<file path="src/rtl/fbus_rx_pkg.sv">
package fbus_rx_pkg;

   typedef enum logic [3:0] {
      ST_DST_HI,
      ST_DST_LO,
      ST_FCT_HI,
      ST_FCT_LO,
      ST_LEN,
      ST_DATA,
      ST_CRC_HI,
      ST_CRC_LO,
      ST_SKIP
   } rx_state_e;

   localparam logic [15:0] ADDR_UNI_LO = 16'd1000;
   localparam logic [15:0] ADDR_UNI_HI = 16'd64999;
   localparam logic [15:0] ADDR_GRP_LO = 16'd65000;
   localparam logic [15:0] ADDR_GRP_HI = 16'd65499;
   localparam logic [15:0] ADDR_BCAST  = 16'hFFFF;

endpackage

</file>
<file path="src/rtl/fbus_crc16_step.sv">
module fbus_crc16_step #(
   parameter logic [15:0] POLY    = 16'h8005,
   parameter bit          REFLECT = 1'b1
) (
   input  logic [15:0] crc_in,
   input  logic [7:0]  data_in,
   output logic [15:0] crc_out
);

   function automatic logic [15:0] bit_rev16(input logic [15:0] v);
      logic [15:0] r;
      for (int i = 0; i < 16; i++) r[i] = v[15-i];
      return r;
   endfunction

   localparam logic [15:0] RPOLY = bit_rev16(POLY);

   generate
      if (REFLECT) begin : g_lsb_first
         always_comb begin
            logic [15:0] c;
            c = crc_in ^ {8'h00, data_in};
            for (int i = 0; i < 8; i++)
               c = c[0] ? ((c >> 1) ^ RPOLY) : (c >> 1);
            crc_out = c;
         end
      end else begin : g_msb_first
         always_comb begin
            logic [15:0] c;
            c = crc_in ^ {data_in, 8'h00};
            for (int i = 0; i < 8; i++)
               c = c[15] ? ((c << 1) ^ POLY) : (c << 1);
            crc_out = c;
         end
      end
   endgenerate

endmodule

</file>
<file path="src/rtl/fbus_addr_class.sv">
module fbus_addr_class
   import fbus_rx_pkg::*;
(
   input  logic [15:0] dst,
   input  logic [15:0] node_id,
   input  logic [15:0] group_id,
   output logic        hit,
   output logic        hit_unique
);

   logic in_uni, in_grp;

   always_comb begin
      in_uni     = (dst >= ADDR_UNI_LO) && (dst <= ADDR_UNI_HI);
      in_grp     = (dst >= ADDR_GRP_LO) && (dst <= ADDR_GRP_HI);
      hit_unique = in_uni && (dst == node_id);
      hit        = hit_unique || (in_grp && (dst == group_id)) || (dst == ADDR_BCAST);
   end

endmodule

</file>
<file path="src/rtl/fbus_idle_gap.sv">
module fbus_idle_gap #(
   parameter int GAP = 227865
) (
   input  logic clk,
   input  logic rst_n,
   input  logic armed,
   input  logic byte_seen,
   output logic expired
);

   localparam int CW = $clog2(GAP + 1);
   localparam logic [CW-1:0] LIMIT = CW'(GAP - 1);

   logic [CW-1:0] cnt_q;

   assign expired = armed && !byte_seen && (cnt_q == LIMIT);

   always_ff @(posedge clk) begin
      if (!rst_n || !armed || byte_seen || expired) cnt_q <= '0;
      else                                          cnt_q <= cnt_q + 1'b1;
   end

endmodule

</file>
<file path="src/rtl/fbus_frame_rx.sv">
module fbus_frame_rx
   import fbus_rx_pkg::*;
#(
   parameter int          MAX_LEN     = 200,
   parameter int          IDLE_CYCLES = 227865,
   parameter logic [15:0] CRC_POLY    = 16'h8005,
   parameter bit          CRC_REFLECT = 1'b1
) (
   input  logic        clk,
   input  logic        rst_n,
   input  logic        rx_valid,
   input  logic [7:0]  rx_byte,
   input  logic [15:0] node_id,
   input  logic [15:0] group_id,
   output logic [15:0] fct_code,
   output logic        pl_valid,
   output logic [7:0]  pl_byte,
   output logic [7:0]  pl_index,
   output logic        frame_done,
   output logic        frame_ok,
   output logic        ack_req
);

   localparam logic [7:0] MAX_LEN_B = 8'(MAX_LEN);

   generate
      if (MAX_LEN < 1 || MAX_LEN > 255) begin : g_bad_len
         $error("fbus_frame_rx: MAX_LEN must be 1..255");
      end
      if (IDLE_CYCLES < 2) begin : g_bad_gap
         $error("fbus_frame_rx: IDLE_CYCLES must be at least 2");
      end
   endgenerate

   rx_state_e   st_q;
   logic [7:0]  dst_hi_q, fct_hi_q, crc_hi_q, len_q, cnt_q;
   logic [15:0] crc_q, crc_seed, crc_nx;
   logic        acc_q, uni_q;
   logic        hit, hit_unique, gap_expired;

   assign crc_seed = (st_q == ST_DST_HI) ? 16'hFFFF : crc_q;

   fbus_crc16_step #(.POLY(CRC_POLY), .REFLECT(CRC_REFLECT)) u_crc (
      .crc_in (crc_seed),
      .data_in(rx_byte),
      .crc_out(crc_nx)
   );

   fbus_addr_class u_cls (
      .dst       ({dst_hi_q, rx_byte}),
      .node_id   (node_id),
      .group_id  (group_id),
      .hit       (hit),
      .hit_unique(hit_unique)
   );

   fbus_idle_gap #(.GAP(IDLE_CYCLES)) u_gap (
      .clk      (clk),
      .rst_n    (rst_n),
      .armed    (st_q != ST_DST_HI),
      .byte_seen(rx_valid),
      .expired  (gap_expired)
   );

   always_ff @(posedge clk) begin
      if (!rst_n) begin
         st_q       <= ST_DST_HI;
         dst_hi_q   <= '0;
         fct_hi_q   <= '0;
         crc_hi_q   <= '0;
         len_q      <= '0;
         cnt_q      <= '0;
         crc_q      <= 16'hFFFF;
         acc_q      <= 1'b0;
         uni_q      <= 1'b0;
         fct_code   <= '0;
         pl_valid   <= 1'b0;
         pl_byte    <= '0;
         pl_index   <= '0;
         frame_done <= 1'b0;
         frame_ok   <= 1'b0;
         ack_req    <= 1'b0;
      end else begin
         pl_valid   <= 1'b0;
         frame_done <= 1'b0;
         ack_req    <= 1'b0;
         if (gap_expired) begin
            st_q <= ST_DST_HI;
         end else if (rx_valid) begin
            if (st_q != ST_CRC_HI && st_q != ST_CRC_LO && st_q != ST_SKIP)
               crc_q <= crc_nx;
            unique case (st_q)
               ST_DST_HI: begin
                  dst_hi_q <= rx_byte;
                  st_q     <= ST_DST_LO;
               end
               ST_DST_LO: begin
                  acc_q <= hit;
                  uni_q <= hit_unique;
                  st_q  <= ST_FCT_HI;
               end
               ST_FCT_HI: begin
                  fct_hi_q <= rx_byte;
                  st_q     <= ST_FCT_LO;
               end
               ST_FCT_LO: begin
                  fct_code <= {fct_hi_q, rx_byte};
                  st_q     <= ST_LEN;
               end
               ST_LEN: begin
                  len_q <= rx_byte;
                  cnt_q <= '0;
                  if (rx_byte > MAX_LEN_B) begin
                     frame_done <= acc_q;
                     frame_ok   <= 1'b0;
                     st_q       <= ST_SKIP;
                  end else if (rx_byte == 8'd0) begin
                     st_q <= ST_CRC_HI;
                  end else begin
                     st_q <= ST_DATA;
                  end
               end
               ST_DATA: begin
                  pl_valid <= acc_q;
                  pl_byte  <= rx_byte;
                  pl_index <= cnt_q;
                  cnt_q    <= cnt_q + 8'd1;
                  if (cnt_q == len_q - 8'd1) st_q <= ST_CRC_HI;
               end
               ST_CRC_HI: begin
                  crc_hi_q <= rx_byte;
                  st_q     <= ST_CRC_LO;
               end
               ST_CRC_LO: begin
                  frame_done <= acc_q;
                  frame_ok   <= ({crc_hi_q, rx_byte} == crc_q);
                  ack_req    <= acc_q && uni_q && ({crc_hi_q, rx_byte} == crc_q);
                  st_q       <= ST_DST_HI;
               end
               ST_SKIP: st_q <= ST_SKIP;
               default: st_q <= ST_DST_HI;
            endcase
         end
      end
   end

endmodule

</file>
<file path="config.mk">
export PLATFORM = sky130hd
export DESIGN_NAME = fbus_frame_rx
export DESIGN_NICKNAME = d
export VERILOG_FILES = /design/src/rtl/fbus_rx_pkg.sv /design/src/rtl/fbus_crc16_step.sv /design/src/rtl/fbus_addr_class.sv /design/src/rtl/fbus_idle_gap.sv /design/src/rtl/fbus_frame_rx.sv
export SDC_FILE = /design/constraint.sdc
export NUM_CORES = 1
export LEC_CHECK = 0
export CELL_PAD_IN_SITES_DETAIL_PLACEMENT = 1
export CELL_PAD_IN_SITES_GLOBAL_PLACEMENT = 1
export CORE_AREA = 8 8 111 154
export CTS_BUF_LIST = sky130_fd_sc_hd__clkbuf_16
export CTS_CLUSTER_SIZE = 8
export DETAILED_ROUTE_END_ITERATION = 6
export DIE_AREA = 0 0 119 162
export PLACE_DENSITY_LB_ADDON = 0.1
export SETUP_SLACK_MARGIN = 0.2
export SLEW_MARGIN = 20
export SYNTH_ARGS = -nofsm -noshare
export SYNTH_HDL_FRONTEND = slang
export SYNTH_SLANG_ARGS = --single-unit
</file>
<file path="constraint.sdc">
create_clock -name clk -period 2.4 [get_ports clk]
set_input_delay 0.48 -clock clk [delete_from_list [all_inputs] [get_ports clk]]
set_output_delay 0.48 -clock clk [all_outputs]
set_load 0.01 [all_outputs]
</file>
==> results.json, run 1 <==
{
  "status": "finished clean",
  "cts_buffers": 17,
  "dieHeight_um": 162,
  "ys_warn_count": 0,
  "fmax_mhz": 481,
  "place_congestion": 0.854,
  "start_kind": "primary input",
  "syn_avg_cell_area_um2": 8.39,
  "yosys.area.top_type_share_pct": 39.3,
  "switching_share_pct": 24.7,
  "global_route.usage.met1_pct": 19.9,
  "internal_power_uw": 3670,
  "synth_ff_type": "dfxtp_1",
  "pwr-share-comb_pct": 13.3,
  "hold_viol": 0,
  "final_util_pct": 51.3,
  "die_w_um": 119,
  "worst-setup-path-type": "primary input to flip-flop",
  "synthesis.area_mm2": 0.00592,
  "p_clk_share_pct": 45.0,
  "ys_seq_elements": 116,
  "cts_tree": "done",
  "antenna_left": 0,
  "path_max_fanout": 4,
  "synth.most_common_cell": "nand2_1",
  "seqPwrFrac_pct": 41.6,
  "grt_pass1_vias": 5582,
  "rsz0062_at_grt": "no",
  "wl_per_cell_um": 17.7,
  "ir_worst_vdd_mv": 0.364,
  "grt_pass1_wl_um": 28800,
  "drc": 0,
  "initial_core_util_pct": 40.0,
  "synthTopCellsByArea": "dfxtp_1, xor2_1, nand2_1",
  "relSlewSlack_pct": 63.7,
  "use_met3_pct": 4.65,
  "layout.cells.non_filler": 993,
  "portBuffers": 78,
  "yosys.area.top_type": "dfxtp_1",
  "r2r_setup_slack_ns": 0.34,
  "n_fill_cell": 1764,
  "synth_common_cells": "nand2_1, dfxtp_1, nor2_1, xor2_1, xnor2_1",
  "vias": 5128,
  "p_leak_uw": 0.00278,
  "netSwitchingPower_uw": 1210,
  "ys_seq_area_share_pct": 39.3,
  "cp_slowest_stage_delay_ns": 0.50,
  "antenna_found_initial": 0,
  "synth_edf_count": 0,
  "layout-drive-gt1-share_pct": 8.99,
  "critical-path-slowest-cell": "clkdlybuf4s50_1",
  "fin_total_pwr_uw": 4880,
  "insertion_delay_ns": 0.41,
  "yosysUniqueCellTypes": 53,
  "synth_nets": 752,
  "cp_data_required_time_ns": 2.76,
  "clock_path_buffers": 2,
  "power_density_mw_per_mm2": 644,
  "first_pass_iters": 4,
  "drt_iter0_markers": 214,
  "path_cells": "clkdlybuf4s50_1 -> or3_4 -> a211o_1 -> and3_1 -> o21a_1 -> o31ai_1 -> o21a_1",
  "final_nets": 836,
  "design.core.area_mm2": 0.0148,
  "clk_pin_slew_ns": 0.05,
  "maxSlewViolCount": 0,
  "area_growth_pct": 28.1,
  "clk_root_buffer_cell": "clkbuf_16",
  "rows": 53,
  "hold_class": "flip-flop to flip-flop",
  "cts_sinks": 116,
  "grt_max_degree": 69,
  "dp.cells": 962,
  "layout_min_cycle_time_ns": 2.08,
  "async_flop_share_pct": 0,
  "hpwl_um": 13000,
  "endpoint_kind": "flip-flop",
  "worstMarginPinSlew_ns": 0.541,
  "grt_util_met2_pct": 34.6,
  "diodes": 0,
  "htree_levels": 4,
  "grt_usage_pct": 18.6,
  "totalWireLength_um": 17600,
  "finalClockSkew_ns": 0.00631,
  "setup_violations": 0,
  "synthCells": 705,
  "grt-ovfl-total": 0,
  "worstPathArrival_ns": 2.43,
  "fin_crit_sh_pct": 86.6,
  "cpMostUsedCell": "o21a_1",
  "maxCapViolCount": 0,
  "whs_ns": 0.454,
  "top_usage_layer": "met2",
  "via_per_inst": 5.16,
  "ios": 79,
  "dieArea_mm2": 0.0193
}
through the flow:
stage	setup TNS (ns)	worst slack [ns]	area, um2
final	0	0.322	7580
after global routing	0	0.205	7580
after CTS	0	0.252	7560
after detailed placement	-0.357	-0.137	7050
after global placement	-0.0394	-0.0215	7050
after floorplan	0	0.281	5920
sequential cells by signal (all words and copies together), names as in the netlist, 8 cells and up:
signal,flops
crc_q,16
dst_hi_q,8
fct_hi_q,8
pl_byte,8
pl_index,8
cnt_q,8
fct_code,16
u_gap.cnt_q,18
crc_hi_q,8
len_q,8
layout make-up:
cell class / instances / area (um2) / share of cell area, %
clock buffer: 17 / 425 / 5.61
multi-input combinational: 529 / 3380 / 44.6
timing repair buffer: 119 / 1110 / 14.6
tap: 192 / 240 / 3.17
sequential: 116 / 2320 / 30.7
inverter: 6 / 22.5 / 0.297
clock inverter: 14 / 81.3 / 1.07
critical path: cells and delay by family:
| kind | cells | cell delay [ns] |
|---|---|---|
| buffers and inverters | 1 | 0.50 |
| and+or+nand+nor | 2 | 0.62 |
| AOI/OAI and AO/OA | 4 | 0.82 |
worst paths after layout:
| check | from | cells past startpoint | endpoint |
|---|---|---|---|
| setup / recovery | rx_byte[1] | 7 | st_q[0] |
| hold / removal | pl_byte[6] | 2 | pl_byte[6] |
| setup reg to reg | crc_q[1] | 7 | crc_q[0] |
| hold reg to reg | pl_byte[6] | 2 | pl_byte[6] |
kinds of logic (layout without fill, tap and decap cells):
family | after synthesis | in the layout | synth area share [%]
and+or+nand+nor | 298 | 298 | 23.5
muxes | 17 | 17 | 2.88
AOI/OAI and AO/OA | 94 | 94 | 11.6
DFF | 116 | 116 | 39.3
adders and majority gates | 4 | 4 | 0.846
xor gates and xnor gates | 116 | 116 | 17.9
buffers and inverters | 60 | 156 | 4.00
layer usage:
layer | vias to the layer above | share of wire (%)
met4 | 0 | 1.5
met1 | 2502 | 42
li1 | 2527 | -
met3 | 22 | 3.0
met5 | - | 0
met2 | 77 | 54
cells in the final DEF (no fill, tap or decap), drive strengths merged, types with 2 or more instances in the layout:
master / count
nor2: 64
a21oi: 5
inv: 10
and4: 3
nor4: 12
or3: 3
o21a: 2
or4: 3
xnor2: 50
nand3: 25
clkdlybuf4s50: 77
o21ai: 12
or2: 4
dfxtp: 116
a32o: 2
nand2b: 2
nand4: 12
nand2: 121
buf: 42
ha: 4
a22oi: 2
nor3: 13
nand3b: 3
xnor3: 2
o22ai: 2
and2: 2
xor2: 63
mux2i: 17
a21boi: 48
o211ai: 9
a31oi: 2
nor2b: 22
a32oi: 2
and3: 7
clkbuf: 17
clkinv: 9
power by group through the flow:
stage,logic [uW],clock network [uW],registers (uW)
after global placement,633,0,2070
final,652,2200,2030
after CTS,655,2240,2030
after floorplan,415,0,2050
after global routing,707,2340,2040
after detailed placement,649,0,2070
repair_timing:
item	in CTS	in global routing
pin swaps	0	0
gates resized for setup	1	4
buffers inserted	0	0
hold buffers	0	0
endpoints found under the setup margin	1	2
No activity file was read; power rests on OpenSTA's default activity.
==> run 2, diff against run 1 <==
--- a/config.mk
+++ b/config.mk
@@ -7,12 +7,13 @@
 export LEC_CHECK = 0
 export CELL_PAD_IN_SITES_DETAIL_PLACEMENT = 1
 export CELL_PAD_IN_SITES_GLOBAL_PLACEMENT = 1
-export CORE_AREA = 8 8 111 154
+export CORE_AREA = 8 8 140 194
 export CTS_BUF_LIST = sky130_fd_sc_hd__clkbuf_16
 export CTS_CLUSTER_SIZE = 8
 export DETAILED_ROUTE_END_ITERATION = 6
-export DIE_AREA = 0 0 119 162
+export DIE_AREA = 0 0 148 202
 export PLACE_DENSITY_LB_ADDON = 0.1
+export RECOVER_POWER = 50
 export SETUP_SLACK_MARGIN = 0.2
 export SLEW_MARGIN = 20
 export SYNTH_ARGS = -nofsm -noshare
==> constraint.sdc (replaced) <==
create_clock -name clk -period 1.8 [get_ports clk]
set_input_delay 0.36 -clock clk [delete_from_list [all_inputs] [get_ports clk]]
set_output_delay 0.36 -clock clk [all_outputs]
set_load 0.01 [all_outputs]
==> results.json, run 2 (synthesized netlist as in run 1, its figures left out) <==
{
  "regMostFlops": "u_gap.cnt_q",
  "grt_pass1_vias": 6147,
  "ir_worst_vdd_mv": 0.630,
  "layout_min_cycle_time_ns": 1.90,
  "rows": 68,
  "worstPathArrival_ns": 2.20,
  "dpl_worst_slack_ns": -0.638,
  "largest_register_ff_count": 18,
  "dieArea_mm2": 0.0299,
  "cp_top_family": "XOR/XNOR gates",
  "clk_root_buffer_cell": "clkbuf_16",
  "setup_violations": 13,
  "final_nets": 942,
  "final_cell_mix": "nand2_1, dfxtp_1, buf_4, xor2_1, dlygate4sd2_1",
  "hold_viol": 0,
  "cts_tree": "done",
  "cp_data_required_time_ns": 2.09,
  "worst-setup-path-type": "flip-flop to flip-flop",
  "mostFrequentLayoutCell": "nand2_1",
  "rsz0062_at_grt": "yes",
  "maxSlewViolCount": 0,
  "layout-drive-gt1-share_pct": 31.0,
  "n_fill_cell": 2829,
  "wl_per_cell_um": 17.9,
  "hold_class": "primary input to flip-flop",
  "antenna_left": 0,
  "portBuffers": 78,
  "relSlewSlack_pct": 75.2,
  "first_pass_iters": 4,
  "place_congestion": 0.800,
  "power_density_mw_per_mm2": 746,
  "cts_sinks": 116,
  "clock_path_buffers": 2,
  "die_w_um": 148,
  "totalWireLength_um": 21800,
  "diodes": 0,
  "status": "finished, violations left",
  "endpoint_kind": "flip-flop",
  "dieHeight_um": 202,
  "violations": "setup timing",
  "drc": 0,
  "insertion_delay_ns": 0.42,
  "grt_pass1_wl_um": 34300,
  "path_max_fanout": 2,
  "finalClockSkew_ns": 0.0115,
  "fmax_mhz": 525,
  "reg.largest.list": "u_gap.cnt_q: 18 flops, crc_q: 16 flops, fct_code: 16 flops",
  "initial_core_util_pct": 24.3,
  "start_kind": "flip-flop",
  "path_cells": "xor2_1 -> xnor3_1 -> nor2_2 -> xnor3_2 -> xnor2_1 -> nor2_1 -> o21ai_1",
  "fin_crit_sh_pct": 106,
  "grt_usage_pct": 14.7,
  "path_buf_inv": 0,
  "whs_ns": 0.314,
  "antenna_found_initial": 0,
  "p_leak_uw": 0.00374,
  "critical-path-slowest-cell": "xnor3_1",
  "design.core.area_mm2": 0.0243,
  "htree_levels": 4,
  "clk_pin_slew_ns": 0.06,
  "ctsHoldBuffers": 0,
  "grt_max_degree": 53,
  "placed_cell_area_mm2": 0.00772,
  "ios": 79,
  "cts_buffers": 17,
  "drt_iter0_markers": 163,
  "cp_slowest_stage_delay_ns": 0.45,
  "design_area_mm2": 0.00941,
  "via_per_inst": 4.53,
  "vias": 5524,
  "setup_slack_ns": -0.104,
  "grt-ovfl-total": 0,
  "hpwl_um": 15200,
  "worstMarginPinSlew_ns": 0.372,
  "area_growth_pct": 59.1,
  "maxCapViolCount": 0,
  "fin_total_pwr_uw": 7020
}
## run 2: final timing paths
path	from	end	slack, ns	cells past startpoint
setup / recovery	crc_q[0]	crc_q[0]	-0.10	7
hold / removal	rst_n	uni_q	0.31	2
setup reg to reg	crc_q[0]	crc_q[0]	-0.10	7
hold reg to reg	pl_byte[1]	pl_byte[1]	0.45	2
## run 2: cell type report
class                           count  area (um2)  area share, %
Multi-Input combinational cell    529        3940           41.9
Sequential cell                   116        2350           25.0
Timing Repair Buffer              225        2200           23.4
Clock buffer                       17         425           4.52
Tap cell                          315         394           4.19
Clock inverter                     12        77.6          0.824
Inverter                            6        22.5          0.239
## run 2: stage by stage
step / cells / TNS, ns / utilization, %
finish: 1220 / -0.622 / 38.7
global placement: 1142 / -28.85 / 31.7
CTS: 1194 / -0.0676 / 36.6
detailed placement: 1142 / -29.76 / 31.7
global route: 1220 / -2.67 / 38.7
floorplan: 705 / -0.409 / -
## run 2: where the power goes
part,switching [uW],total [uW],internal (uW)
combinational,611,1360,745
clock,1150,2970,1820
sequential,61.5,2690,2630
total,1820,7020,5200
## run 2: repair_timing
item | in CTS | in global routing
resized for setup | 167 | 78
buffers inserted | 20 | 23
endpoints found under the setup margin | 130 | 100
pin swaps | 39 | 53
gates cloned | 3 | 3
## run 2: per-layer routing
layer | part of all wire, % | vias to the layer above | track usage, % | wire length [um]
met2 | 53 | 74 | 25.9 | 11600
li1 | - | 2739 | - | -
met5 | 0 | - | 0 | 0
met4 | 2.1 | 0 | 5.92 | 469
met1 | 42 | 2689 | 16.8 | 9130
met3 | 2.6 | 22 | 3.33 | 573
==> run 3, diff against run 2 <==
--- a/config.mk
+++ b/config.mk
@@ -7,11 +7,11 @@
 export LEC_CHECK = 0
 export CELL_PAD_IN_SITES_DETAIL_PLACEMENT = 1
 export CELL_PAD_IN_SITES_GLOBAL_PLACEMENT = 1
-export CORE_AREA = 8 8 140 194
+export CORE_AREA = 8 8 116 161
 export CTS_BUF_LIST = sky130_fd_sc_hd__clkbuf_16
 export CTS_CLUSTER_SIZE = 8
 export DETAILED_ROUTE_END_ITERATION = 6
-export DIE_AREA = 0 0 148 202
+export DIE_AREA = 0 0 124 169
 export PLACE_DENSITY_LB_ADDON = 0.1
 export RECOVER_POWER = 50
 export SETUP_SLACK_MARGIN = 0.2
==> results.json, run 3 (synthesized netlist as in run 1, its figures left out) <==
{
  "start_kind": "flip-flop",
  "ir_worst_vdd_mv": 0.547,
  "holdPathEnd": "fct_code[15]",
  "fmax_mhz": 544,
  "area_growth_pct": 57.2,
  "first_pass_iters": 4,
  "cts_tree": "done",
  "vias": 5713,
  "portBuffers": 78,
  "grt-ovfl-total": 0,
  "worstMarginPinSlew_ns": 0.586,
  "dieArea_mm2": 0.0210,
  "final_util_pct": 56.7,
  "worstPathArrival_ns": 2.14,
  "maxSlewViolCount": 0,
  "status": "finished, violations left",
  "layout-drive-gt1-share_pct": 32.5,
  "antenna_found_initial": 0,
  "final_cell_mix": "nand2_1, dfxtp_1, buf_4, xor2_1, dlygate4sd2_1",
  "drt_iter0_markers": 239,
  "rsz0062_at_grt": "yes",
  "regToRegEndpoint": "crc_q[0]",
  "finalClockSkew_ns": 0.00641,
  "p_leak_uw": 0.00373,
  "fin_total_pwr_uw": 7690,
  "r2r_cells": 7,
  "diodes": 0,
  "cts_sinks": 116,
  "grt_pass1_vias": 6243,
  "insertion_delay_ns": 0.42,
  "mostFrequentLayoutCell": "nand2_1",
  "relSlewSlack_pct": 60.6,
  "ios": 79,
  "htree_levels": 4,
  "path_max_fanout": 2,
  "r2r_setup_slack_ns": -0.04,
  "totalWireLength_um": 22200,
  "layout.cells.non_filler": 1096,
  "drc": 0,
  "place_congestion": 0.848,
  "largest_register_ff_count": 18,
  "placed_cell_area_mm2": 0.00757,
  "violations": "setup timing",
  "grt_usage_pct": 20.1,
  "initial_core_util_pct": 36.1,
  "reg.largest.list": "u_gap.cnt_q: 18 flops, crc_q: 16 flops, fct_code: 16 flops",
  "dieHeight_um": 169,
  "antenna_left": 0,
  "hold_class": "flip-flop to flip-flop",
  "cts_buffers": 17,
  "hold_viol": 0,
  "layout_min_cycle_time_ns": 1.84,
  "rr_startpoint": "crc_q[1]",
  "power_density_mw_per_mm2": 826,
  "design_area_mm2": 0.00930,
  "worst-setup-path-type": "flip-flop to flip-flop",
  "endpoint_kind": "flip-flop",
  "die_w_um": 124,
  "via_per_inst": 5.21,
  "holdCritStartpoint": "fct_code[15]",
  "setup_violations": 22,
  "maxCapViolCount": 0,
  "regMostFlops": "u_gap.cnt_q",
  "dp.cells": 1028,
  "ctsHoldBuffers": 0,
  "clk_pin_slew_ns": 0.06,
  "hold_path_depth": 2,
  "grt_pass1_wl_um": 32700,
  "wl_per_cell_um": 20.2,
  "clk_root_buffer_cell": "clkbuf_16",
  "cp_data_required_time_ns": 2.10,
  "design.core.area_mm2": 0.0164,
  "fin_crit_sh_pct": 102,
  "setup_slack_ns": -0.0391,
  "hpwl_um": 14600,
  "final_nets": 927,
  "clock_path_buffers": 2,
  "grt_max_degree": 52,
  "rows": 56
}
## run 3: cell count changes in the layout (fill, tap and decap cells not counted), sizes merged
| cell | change |
|---|---|
| buf | -17 |
| bufinv | +3 |
| clkbuf | +2 |
| clkinv | -4 |
| clkinvlp | +3 |
| dlygate4sd2 | +1 |
| dlymetal6s2s | -1 |
| inv | +1 |
## run 3: area by class of cell
type                    instances  area (um2)
repair buffers                210        2030
clock inverters                15         204
multi-input cells             529        4010
flip-flops and latches        116        2350
fillers                      1844        7100
clock buffers                  17         425
well taps                     203         254
inverters                       6        22.5
## run 3: worst max-delay path: stages (launching register included)
cell and delay [ns]:
dfxtp_4 0.36, xor2_2 0.18, xnor3_1 0.45, nor2_4 0.14
xnor3_2 0.29, xnor2_1 0.14, nor2_1 0.10, o21ai_1 0.06
## run 3: worst max path at each step
stage / slack, ns / end / start / cells past startpoint
2_1_floorplan: -0.07 / crc_q[0] / rx_byte[6] / 8
3_3_place_gp: -0.57 / st_q[1] / rx_byte[2] / 7
3_5_place_dp: -0.66 / crc_q[0] / rx_byte[6] / 8
4_1_cts: -0.05 / crc_q[0] / crc_q[1] / 7
5_1_grt: -0.15 / u_gap.cnt_q[15] / u_gap.cnt_q[0] / 10
6_report: -0.04 / crc_q[0] / crc_q[1] / 7
## run 3: repair_timing
| item | CTS | global route |
|---|---|---|
| pin swaps | 38 | 53 |
| gates cloned | 2 | 5 |
| resized for setup | 131 | 116 |
| setup buffers | 14 | 15 |
| endpoints found under the setup margin | 120 | 78 |
## run 3: per-stage QoR
step	TNS [ns]	hold WS [ns]	worst slack (ns)
floorplan	-0.409	0.422	-0.0670
global placement	-21.99	0.444	-0.569
detailed placement	-24.67	0.446	-0.663
CTS	-0.0917	0.442	-0.0471
global route	-2.97	0.461	-0.151
finish	-0.386	0.449	-0.0391
## run 3: power by group
group / leakage [uW] / switching [uW] / total, uW / internal, uW
Clock: 0.000297 / 1320 / 3640 / 2330
Sequential: 0.000945 / 71.1 / 2700 / 2630
Combinational: 0.00248 / 627 / 1340 / 713
## run 3: layer usage
layer	vias up	GRT usage [%]	part of all wire, %
met5	-	0	0
met2	110	37.7	56
met3	54	3.27	2.7
li1	2709	-	-
met1	2840	21.4	38
met4	0	8.05	3.6
